==> config.mk <==
export PLATFORM = sky130hd
export DESIGN_NAME = wpk_peak_detect
export DESIGN_NICKNAME = d
export VERILOG_FILES = /design/src/rtl/wpk_pkg.sv /design/src/rtl/wpk_mag.sv /design/src/rtl/wpk_zc_win.sv /design/src/rtl/wpk_track.sv /design/src/rtl/wpk_peak_detect.sv
export SDC_FILE = /design/constraint.sdc
export NUM_CORES = 1
export LEC_CHECK = 0
export CORE_MARGIN = 2
export CORE_UTILIZATION = 50
export DETAILED_ROUTE_END_ITERATION = 8
export DONT_BUFFER_PORTS = 1
export PLACE_DENSITY = 0.75
export SYNTH_ARGS = -nofsm -noshare
export SYNTH_HDL_FRONTEND = slang
export SYNTH_HIERARCHICAL = 1
export SYNTH_SLANG_ARGS = --single-unit
export TNS_END_PERCENT = 50
==> constraint.sdc <==
create_clock -name clk -period 14.65 [get_ports clk]
set_input_delay 1.465 -clock clk [delete_from_list [all_inputs] [get_ports clk]]
set_output_delay 1.465 -clock clk [all_outputs]
set_load 0.005 [all_outputs]
==> src/rtl/wpk_pkg.sv <==
package wpk_pkg;
  localparam int DEF_SMP_W    = 24;
  localparam int DEF_NPH      = 3;
  localparam int DEF_HC_W     = 8;
  localparam int DEF_CODE_LSB = 14;
  localparam int DEF_CODE_W   = 8;
endpackage

==> src/rtl/wpk_mag.sv <==
module wpk_mag #(
  parameter int SMP_W = wpk_pkg::DEF_SMP_W,
  localparam int MAG_W = SMP_W - 1
) (
  input  logic [SMP_W-1:0] smp,
  input  logic             vld,
  input  logic             en,
  output logic [MAG_W-1:0] mag
);
  logic [SMP_W-1:0] neg;
  logic             is_min;

  always_comb begin
    neg    = (~smp) + {{(SMP_W-1){1'b0}}, 1'b1};
    is_min = (smp == {1'b1, {(SMP_W-1){1'b0}}});
    if (!(vld && en))
      mag = '0;
    else if (is_min)
      mag = '1;
    else if (smp[SMP_W-1])
      mag = neg[MAG_W-1:0];
    else
      mag = smp[MAG_W-1:0];
  end
endmodule

==> src/rtl/wpk_zc_win.sv <==
module wpk_zc_win #(
  parameter int NPH  = wpk_pkg::DEF_NPH,
  parameter int HC_W = wpk_pkg::DEF_HC_W
) (
  input  logic            clk,
  input  logic            rst,
  input  logic [NPH-1:0]  zc_pulse,
  input  logic [NPH-1:0]  zc_sel,
  input  logic [HC_W-1:0] half_cyc,
  output logic            win_close,
  output logic [HC_W-1:0] win_cnt
);
  logic            hit;
  logic [HC_W-1:0] tgt;
  logic [HC_W:0]   cnt_nx;

  always_comb begin
    hit       = |(zc_pulse & zc_sel);
    tgt       = (half_cyc == '0) ? {{(HC_W-1){1'b0}}, 1'b1} : half_cyc;
    cnt_nx    = {1'b0, win_cnt} + {{HC_W{1'b0}}, 1'b1};
    win_close = hit && (cnt_nx >= {1'b0, tgt});
  end

  always_ff @(posedge clk) begin
    if (rst)
      win_cnt <= '0;
    else if (win_close)
      win_cnt <= '0;
    else if (hit)
      win_cnt <= cnt_nx[HC_W-1:0];
  end
endmodule

==> src/rtl/wpk_track.sv <==
module wpk_track #(
  parameter int NPH      = wpk_pkg::DEF_NPH,
  parameter int MAG_W    = wpk_pkg::DEF_SMP_W - 1,
  parameter int CODE_LSB = wpk_pkg::DEF_CODE_LSB,
  parameter int CODE_W   = wpk_pkg::DEF_CODE_W
) (
  input  logic                 clk,
  input  logic                 rst,
  input  logic [NPH*MAG_W-1:0] mag_flat,
  input  logic                 win_close,
  output logic [MAG_W-1:0]     run_max,
  output logic [CODE_W-1:0]    peak_code
);
  logic [MAG_W-1:0] cyc_max;
  logic [MAG_W-1:0] grow;

  always_comb begin
    cyc_max = '0;
    for (int i = 0; i < NPH; i++)
      if (mag_flat[i*MAG_W +: MAG_W] > cyc_max)
        cyc_max = mag_flat[i*MAG_W +: MAG_W];
    grow = (cyc_max > run_max) ? cyc_max : run_max;
  end

  always_ff @(posedge clk) begin
    if (rst) begin
      run_max   <= '0;
      peak_code <= '0;
    end else if (win_close) begin
      peak_code <= run_max[CODE_LSB +: CODE_W];
      run_max   <= cyc_max;
    end else begin
      run_max   <= grow;
    end
  end
endmodule

==> src/rtl/wpk_peak_detect.sv <==
module wpk_peak_detect #(
  parameter int SMP_W    = wpk_pkg::DEF_SMP_W,
  parameter int NPH      = wpk_pkg::DEF_NPH,
  parameter int HC_W     = wpk_pkg::DEF_HC_W,
  parameter int CODE_LSB = wpk_pkg::DEF_CODE_LSB,
  parameter int CODE_W   = wpk_pkg::DEF_CODE_W,
  localparam int MAG_W   = SMP_W - 1
) (
  input  logic                 clk,
  input  logic                 rst,
  input  logic [NPH*SMP_W-1:0] cur_smp,
  input  logic [NPH-1:0]       cur_vld,
  input  logic [NPH-1:0]       zc_pulse,
  input  logic [NPH-1:0]       cur_sel,
  input  logic [NPH-1:0]       zc_sel,
  input  logic [HC_W-1:0]      half_cyc,
  output logic [CODE_W-1:0]    peak_code
);
  logic [NPH*MAG_W-1:0] mag_flat;
  logic                 win_close;
  logic [HC_W-1:0]      win_cnt;
  logic [MAG_W-1:0]     run_max;

  for (genvar g = 0; g < NPH; g++) begin : g_mag
    wpk_mag #(.SMP_W(SMP_W)) u_mag (
      .smp (cur_smp[g*SMP_W +: SMP_W]),
      .vld (cur_vld[g]),
      .en  (cur_sel[g]),
      .mag (mag_flat[g*MAG_W +: MAG_W])
    );
  end

  wpk_zc_win #(.NPH(NPH), .HC_W(HC_W)) u_win (
    .clk       (clk),
    .rst       (rst),
    .zc_pulse  (zc_pulse),
    .zc_sel    (zc_sel),
    .half_cyc  (half_cyc),
    .win_close (win_close),
    .win_cnt   (win_cnt)
  );

  wpk_track #(.NPH(NPH), .MAG_W(MAG_W), .CODE_LSB(CODE_LSB), .CODE_W(CODE_W)) u_trk (
    .clk       (clk),
    .rst       (rst),
    .mag_flat  (mag_flat),
    .win_close (win_close),
    .run_max   (run_max),
    .peak_code (peak_code)
  );
endmodule

==> metrics.txt, run 1 <==
DRT Pass-1 Iters=5; Pleak=0.00251 µW; Synth Flop Type=dfxtp_1; PwrDens=107 nW/µm²; drt total wl=16,800 µm; met2 GRT Util=0.378; measured slew at the worst slew-check pin=1.04 ns; count of different cell masters after synthesis=68; CTS tree=done; Most Frequent Cell on Critical Path=nand4_1; synth warn=6; vias in the first global route=5,716; Post-CTS Hold Fix Bufs=0; fill cell count=1,251; nature of the critical path endpoint=flop; post-layout util=0.527; gpl congestion=0.924; Placed Instances=994; CORE AREA=12,700 µm²; Worst-path clk slew=0.06 ns; Yosys reg bits=39; Min-Delay Path Depth=2; DRC=0; Final period util=0.747; Worst R2R Path Depth=15; I/O pins=102; outcome=completed; Worst Hold Class=flop to flop; GRT Total Usage=0.232; Mapped Nets=1,045; clk buf depth=2; synth-to-layout area growth=2.12%; Hold Startpoint=u_trk/run_max[0]; Cell Area, Synth=6540 µm²; Net Sw Frac=0.475; Final Hold Viols=0; total internal power=374 µW; R2R Setup Slk=9.30 ns; Skew-Pair Late Insertion Delay=0.28 ns; fmax=91.4 MHz; ys async rst share=0; ant diodes=0; Clk pwr share=0.177; Post-CTS Setup Inserts=0; VDD IR max=87.7 µV; global route overflow=0; Nets=1,004; pin count of the biggest net entering global routing=66; DP Area=6500 µm²; Crit path arrival time=11.07 ns; Setup WS pre-CTS=3.58 ns; Req. time, crit path=14.77 ns; number of synthesized flops with an enable pin=0; Worst R2R End=u_trk/run_max[15]; DIE AREA=14,000 µm²; synthesized area per cell=7.51 µm²; CTS H-Tree Depth=2; Slew HR=0.309; Design Area, Final=6680 µm²; Worst Path Max Fanout=64; RSZ-0062 raised after global routing=no; Worst Hold Endpoint=u_trk/run_max[0]; Die X-Extent=118 µm; CTS buffer count=5; Post-DP HPWL=13,600 µm; CP peak stage delay=0.85 ns; Seq/Total Area, Yosys=0.119; Initial Util=0.516; layout cells sized above 1=0.0795; final setup margin=3.71 ns; Root Buffer=clkbuf_16; min Tclk post-route=10.94 ns; Die Ht=118 µm; Slowest-stage cell, CP=or2_1; number of gates resized after CTS=0; CP Class=primary input to flop; final number of max-transition violations=0; final std cells w/o fill=1,002; setup violators final=0; grt met1 use=0.306; Vias=6,251; GR peak layer=met2; sequential fraction of design power=0.193; origin of the critical flop-to-flop path=u_win/win_cnt[0]; Setup Skew=0.00530 ns; synthesized instance count=870; Vias per Instance=6.24; first-pass GRT wire length=27,200 µm; # clock sinks=39; critical path startpoint category=primary input; initial DRC count=472; Comb power frac=0.630; Post-DRT Antenna Nets=0; met3 Use GR=0.0396; Wirelength per Cell=16.7 µm; FP Rows=41; setup TNS=0 ns; initial antenna violation count=0; Max-Cap Viols=0; NetSw=339 µW; IO buf count=0
## Yosys cell counts, types with 5 or more instances
library cell	count	share of area
xnor2_1	12	0.016
ha_1	81	0.16
mux2i_1	12	0.018
nand2_1	67	0.038
o31ai_2	6	0.011
o41ai_1	6	0.0080
o21ai_0	30	0.023
buf_6	10	0.017
nand2b_1	7	0.0067
o31ai_1	26	0.030
nor2b_1	28	0.027
a311oi_2	15	0.034
xor2_1	39	0.052
a21o_1	8	0.0092
inv_1	64	0.037
nand4_1	26	0.025
nor2_1	67	0.038
dfxtp_1	39	0.12
nor4_2	7	0.013
nor3_1	5	0.0038
a21oi_1	109	0.083
nand3_1	15	0.011
nand3b_1	29	0.033
a311oi_1	10	0.013
buf_2	10	0.0077
clkbuf_1	28	0.016
or4_4	6	0.010
a31oi_1	23	0.022
## cell families (layout without fill, tap and decap cells)
kind of cell / after synthesis / count (layout) / share of synthesized area
buffers and inverters: 115 / 75 / 0.0806
AND/OR/NAND/NOR: 292 / 292 / 0.252
adder cells (fa/ha/maj): 81 / 81 / 0.155
multiplexers: 12 / 12 / 0.0184
XOR/XNOR: 51 / 51 / 0.0683
AO/OA/AOI/OAI: 280 / 280 / 0.306
flip-flops: 39 / 39 / 0.119
## worst max-delay path, delay by kind of cell
family	cells	cell delay, ns
adders and majority gates	3	0.91
and+or+nand+nor	9	3.49
buffers and inverters	2	0.63
AOI/OAI and AO/OA	16	4.53
## power by group through the flow
stage               Clock, µW  Combinational [µW]  Sequential, µW
finish                    126                 449             138
global route              133                 503             140
CTS                       128                 440             137
detailed placement          0                 438             140
global placement            0                 431             139
floorplan                   0                 369             134
## sequential cells by signal (all words and copies together) (netlist names)
register	count
u_win/win_cnt	8
u_trk/peak_code	8
u_trk/run_max	23
## metrics by stage
step                      total power (µW)  hold slack (ns)
after floorplan                        503            0.456
after global placement                 569            0.469
after detailed placement               578            0.474
after CTS                              705            0.485
after global routing                   776            0.506
final                                  713            0.483
## how the worst max path moves through the flow
stage               cells after the start        start           endpoint  slack, ns
global route                           31   cur_smp[2]  u_trk/run_max[15]       2.84
detailed placement                     31   cur_smp[2]  u_trk/run_max[15]       3.58
finish                                 30   cur_smp[2]  u_trk/run_max[15]       3.71
global placement                       31   cur_smp[2]   u_trk/run_max[5]       3.82
CTS                                    31   cur_smp[2]  u_trk/run_max[15]       3.89
floorplan                              34  cur_smp[12]  u_trk/run_max[12]       5.87
## routing by layer
metal | part of all wire | vias to the layer above | wire [µm]
li1 | - | 3156 | -
met1 | 0.46 | 2875 | 7760
met2 | 0.45 | 189 | 7580
met3 | 0.056 | 31 | 945
met4 | 0.029 | 0 | 481
met5 | 0 | - | 0
## layout make-up
| type | instances | area, µm² | share of cell area |
|---|---|---|---|
| clock inverters | 2 | 35.0 | 0.00525 |
| clock buffers | 6 | 139 | 0.0208 |
| multi-input cells | 716 | 5240 | 0.785 |
| well taps | 172 | 215 | 0.0322 |
| inverters | 64 | 240 | 0.0360 |
| repair buffers | 3 | 22.5 | 0.00337 |
| flip-flops and latches | 39 | 781 | 0.117 |
## layout by cell type (no fill, tap or decap), types with 5 or more instances in the layout
| master | n |
|---|---|
| o41ai_1 | 6 |
| ha_1 | 81 |
| nor2b_1 | 28 |
| nor2_1 | 67 |
| nand3b_1 | 29 |
| nand2b_1 | 7 |
| nor4_2 | 7 |
| inv_1 | 64 |
| or4_4 | 6 |
| nand4_1 | 26 |
| xnor2_1 | 12 |
| o21ai_0 | 30 |
| mux2i_1 | 12 |
| a21oi_1 | 109 |
| nand2_1 | 66 |
| dfxtp_1 | 39 |
| a311oi_1 | 10 |
| a311oi_2 | 15 |
| o31ai_1 | 26 |
| nor3_1 | 5 |
| nand3_1 | 15 |
| xor2_1 | 39 |
| o31ai_2 | 6 |
| a31oi_1 | 23 |
| a21o_1 | 8 |
| clkbuf_16 | 5 |
No activity file was read; power rests on OpenSTA's default activity.
==> run 2, diff against run 1 <==
PLACE_DENSITY = 0.78   (was 0.75)
clock period = 10 ns   (was 14.65 ns; I/O delays follow)
==> run 2 against run 1 <==
Compared with the run above:
- final area grew 1.6%
- via count grew 0.91%
- clock skew grew 0.00091 ns
- wire length grew 3.1%
- combinational power grew 57%
- die area is the same
- register-to-register slack lost 3.9 ns
- critical path depth is the same
- clock-buffer cell count shrank 1
- critical endpoint is now u_trk/run_max[9]
- largest power group unchanged
- highest routed layer unchanged
==> metrics.txt, run 2 (synthesized netlist as in run 1, its figures left out) <==
outcome=completed; Wirelength per Cell=17.2 µm (+2.5%); IO buf count=0 (unchanged); Vias per Instance=6.26 (+0.31%); final std cells w/o fill=1,008 (+0.60%); Crit path arrival time=9.46 ns (-1.61 ns); setup TNS=0 ns (unchanged); Nets=1,010 (+0.60%); DIE AREA=14,000 µm² (unchanged); CP peak stage delay=0.66 ns (-0.19 ns); Comb power frac=0.649 (+0.019); ant diodes=0 (unchanged); first-pass GRT wire length=27,900 µm (+2.5%); Final period util=0.931; CTS tree=done; Root Buffer=clkbuf_16; global route overflow=0 (unchanged); Slew HR=0.459 (+0.150); pin count of the biggest net entering global routing=48 (-27%); CTS H-Tree Depth=2 (unchanged); Setup Skew=0.00622 ns (+0.000913 ns); Post-CTS Setup Inserts=0 (unchanged); CTS buffer count=5 (unchanged); Worst Hold Class=flop to flop; Worst-path clk slew=0.06 ns (about the same); I/O pins=102 (unchanged); initial antenna violation count=0 (unchanged); CORE AREA=12,700 µm² (unchanged); drt total wl=17,300 µm (+3.1%); # clock sinks=39 (unchanged); clk buf depth=2 (unchanged); synth-to-layout area growth=3.81%; most frequent cells in the layout=a21oi_1 (109), ha_1 (81), nor2_1 (67), nand2_1 (66), inv_1 (64); Post-DRT Antenna Nets=0 (unchanged); min Tclk post-route=9.31 ns; Vias=6,308 (+0.91%); sequential fraction of design power=0.184 (-0.009); Final Hold Viols=0 (unchanged); NetSw=517 µW (+53%); Post-DP HPWL=13,600 µm (about the same); Max-Cap Viols=0 (unchanged); layout cells sized above 1=0.0933 (+0.0138); max FFs per register=23 (unchanged); Clk pwr share=0.167 (-0.010); Slowest-stage cell, CP=or4_4; measured slew at the worst slew-check pin=0.810 ns (-0.227 ns); vias in the first global route=5,853 (+2.4%); gpl congestion=0.943 (+2.0%); final number of max-transition violations=0 (unchanged); Die X-Extent=118 µm (unchanged); Net Sw Frac=0.477 (+0.00154); GRT Total Usage=0.237 (+0.00499); Die Ht=118 µm (unchanged); CP Class=primary input to flop; DRT Pass-1 Iters=5 (unchanged); nature of the critical path endpoint=flop; fmax=107 MHz; VDD IR max=147 µV (+68%); Req. time, crit path=10.15 ns (-4.62 ns); setup violators final=0 (unchanged); RSZ-0062 raised after global routing=no; critical path startpoint category=primary input; Skew-Pair Late Insertion Delay=0.28 ns (about the same); DRC=0 (unchanged); Worst Path Max Fanout=40 (-38%); Pleak=0.00255 µW (+1.6%); Regs by FF count=u_trk/run_max: 23 flops, u_trk/peak_code: 8 flops, u_win/win_cnt: 8 flops; Most Frequent Cell on Critical Path=ha_1; PwrDens=160 nW/µm² (+50%); largest reg by FF count=u_trk/run_max; total internal power=568 µW (+52%); Placed Instances=999 (+0.50%); Initial Util=0.516 (unchanged); commonest non-fill, non-tap cell in the layout=a21oi_1; FP Rows=41 (unchanged); initial DRC count=593 (+26%)
[run 2: worst max-delay path: cells and delay by family]
kind / cells / cell delay, ns
mux: 1 / 0.25
simple gates: 8 / 2.88
compound gates: 15 / 3.68
fa+ha+maj: 3 / 0.91
buf+inv: 3 / 0.72
[run 2: path summary, 6_finish.rpt]
| path | startpoint | to | slack, ns | depth (start not counted) |
|---|---|---|---|---|
| max | cur_smp[12] | u_trk/run_max[9] | 0.69 | 30 |
| max reg2reg | u_win/win_cnt[0] | u_trk/run_max[9] | 5.40 | 16 |
| min reg2reg | u_win/win_cnt[1] | u_win/win_cnt[1] | 0.49 | 2 |
| min | u_win/win_cnt[1] | u_win/win_cnt[1] | 0.49 | 2 |
[run 2: per-layer routing]
layer  global-route usage  wire (µm)  vias to the layer above
li1                     -          -                     3170
met3               0.0285       1080                       40
met5                    0          0                        -
met4                0.102        676                        0
met1                0.319       7780                     2860
met2                0.379       7760                      238
[run 2: repair_timing]
item                                    in CTS  in global routing
resized for setup                            0                 10
hold buffers                                 0                  0
endpoints found under the setup margin       0                 22
hold endpoints to repair                     0                  0
[run 2: stage by stage]
step           hold slack, ns  total power, µW  setup slack (ns)  area, µm²  utilization
6_report                0.487             1090             0.693       6790        0.536
5_1_grt                 0.506             1170            0.0177       6790        0.536
4_1_cts                 0.483             1050             0.407       6710        0.529
3_5_place_dp            0.474              869             0.132       6540        0.516
3_3_place_gp            0.473              854             0.529       6540        0.516
2_1_floorplan           0.456              737              1.68       6540            -
[run 2: layout make-up]
cell class / instances / area [µm²]
multi-input combinational: 717 / 5320
inverter: 64 / 240
fill: 1236 / 5880
sequential: 39 / 781
clock inverter: 3 / 43.8
tap: 172 / 215
timing repair buffer: 8 / 60.1
clock buffer: 5 / 125
[run 2: power by group through the flow]
stage | Clock, µW | Sequential (µW) | Combinational, µW
after floorplan | 0 | 197 | 540
after global placement | 0 | 202 | 652
after detailed placement | 0 | 203 | 667
after CTS | 184 | 199 | 670
after global routing | 193 | 203 | 773
final | 181 | 200 | 704
==> run 3, diff against run 2 <==
clock period = 8.5 ns   (was 10 ns; I/O delays follow)
==> run 3 against run 2 <==
Compared with the run above:
- die area unchanged
- final cell count up 1.9%
- sequential power up 18%
- clock skew up 0.0016 ns
- utilization up 1.6 points
- final area up 2.9%
- worst setup slack worse by 0.25 ns
- sequential share of layout area down 0.33 points
- register-to-register slack worse by 1.1 ns
- global-route usage down 0.64 points
- combinational power up 21%
- highest routed layer unchanged
==> metrics.txt, run 3 (synthesized netlist as in run 1, its figures left out) <==
outcome=completed; drt total wl=17,100 µm (-1.1%); PwrDens=190 nW/µm² (+19%); Worst Hold Class=flop to flop; critical path startpoint category=primary input; CTS H-Tree Depth=2 (unchanged); GRT Total Usage=0.230 (-0.00644); CP Class=primary input to flop; DIE AREA=14,000 µm² (unchanged); I/O pins=102 (unchanged); final setup margin=0.447 ns (-0.246 ns); fill cell count=1,218 (-1.5%); CORE AREA=12,700 µm² (unchanged); FP Rows=41 (unchanged); DRC=0 (unchanged); CTS buffer count=5 (unchanged); fmax=124 MHz; IO buf count=0 (unchanged); DP Area=6710 µm² (+2.6%); Design Area, Final=6990 µm² (+2.9%); Skew-Pair Late Insertion Delay=0.28 ns (about the same); CTS tree=done; global route overflow=0 (unchanged); post-layout util=0.551 (+0.0158); CP peak stage delay=0.59 ns (-0.07 ns); Die X-Extent=118 µm (unchanged); DRT Pass-1 Iters=6 (+1); Initial Util=0.516 (unchanged); setup violators final=0 (unchanged); Wirelength per Cell=16.7 µm (-2.9%); Final Total Pwr=1330 µW (+23%); Slew HR=0.600 (+0.142); nature of the critical path endpoint=flop; commonest non-fill, non-tap cell in the layout=a21oi_1; final number of max-transition violations=0 (unchanged); setup TNS=0 ns (unchanged); Setup WS pre-CTS=-0.0266 ns (-0.158 ns); pin count of the biggest net entering global routing=48 (unchanged); Req. time, crit path=8.69 ns (-1.46 ns); initial DRC count=425 (-28%); # clock sinks=39 (unchanged); clk buf depth=2 (unchanged); most frequent cells in the layout=a21oi_1 (107), ha_1 (81), nor2_1 (67), nand2_1 (66), inv_1 (64); VDD IR max=142 µV (-3.5%); first-pass GRT wire length=27,200 µm (-2.3%); max FFs per register=23 (unchanged); Crit path arrival time=8.24 ns (-1.22 ns); Root Buffer=clkbuf_16; Worst Path Max Fanout=22 (-45%); synth-to-layout area growth=6.87%; Post-DP HPWL=13,700 µm (+1.0%); vias in the first global route=5,749 (-1.8%); Final period util=0.947; Max-Cap Viols=0 (unchanged); largest reg by FF count=u_trk/run_max; Worst-path clk slew=0.06 ns (about the same); Post-DRT Antenna Nets=0 (unchanged); Die Ht=118 µm (unchanged); Pleak=0.00266 µW (+4.3%); Nets=1,029 (+1.9%); measured slew at the worst slew-check pin=0.598 ns (-0.212 ns); initial antenna violation count=0 (unchanged); min Tclk post-route=8.05 ns; Final Hold Viols=0 (unchanged); gpl congestion=0.954 (+1.1%); layout cells sized above 1=0.115 (+0.0213); Regs by FF count=u_trk/run_max: 23 flops, u_trk/peak_code: 8 flops, u_win/win_cnt: 8 flops; Vias=6,415 (+1.7%); Slowest-stage cell, CP=or4_4; Vias per Instance=6.25 (-0.19%); ant diodes=0 (unchanged); Setup Skew=0.00778 ns (+0.00157 ns)
==> run 3: final timing paths <==
check	depth (start not counted)	startpoint	slack [ns]	end
hold / removal	2	u_trk/run_max[9]	0.49	u_trk/run_max[9]
hold reg to reg	2	u_trk/run_max[9]	0.49	u_trk/run_max[9]
setup / recovery	32	cur_smp[36]	0.45	u_trk/run_max[10]
setup reg to reg	16	u_win/win_cnt[0]	4.29	u_trk/run_max[10]
==> run 3: layer usage <==
metal / GRT usage / up-vias / part of all wire
met1: 0.313 / 2938 / 0.46
met4: 0.0700 / 0 / 0.021
met2: 0.378 / 227 / 0.46
met3: 0.0285 / 32 / 0.066
met5: 0 / - / 0
li1: - / 3218 / -
==> run 3: final cells by class <==
type,instances,area (µm²),share of cell area
clock buffers,5,125,0.0179
clock inverters,3,67.6,0.00967
inverters,64,240,0.0344
multi-input cells,716,5310,0.760
flip-flops and latches,39,781,0.112
well taps,172,215,0.0308
repair buffers,28,246,0.0353
==> run 3: repair_timing <==
item	in CTS	in global routing
buffers inserted	0	1
setup endpoints to repair	0	23
resized for setup	0	13
hold buffers	0	0
==> run 3: metrics by stage <==
step           hold WS (ns)  std cells
2_1_floorplan         0.456        870
3_3_place_gp          0.472       1018
3_5_place_dp          0.473       1018
4_1_cts               0.488       1026
5_1_grt               0.510       1027
6_report              0.491       1027
==> run 3: critical path: cells and delay by family <==
family,cells,cell delay (ns)
AOI/OAI and AO/OA,12,2.31
buffers and inverters,5,1.09
adders and majority gates,3,0.84
muxes,1,0.14
and+or+nand+nor,11,2.99
==> run 3: report_power, final <==
group          switching [µW]  internal [µW]  leakage, µW
registers                21.2            215     0.000317
logic                     506            346      0.00226
clock network            75.0            168    0.0000900
total                     602            729      0.00266
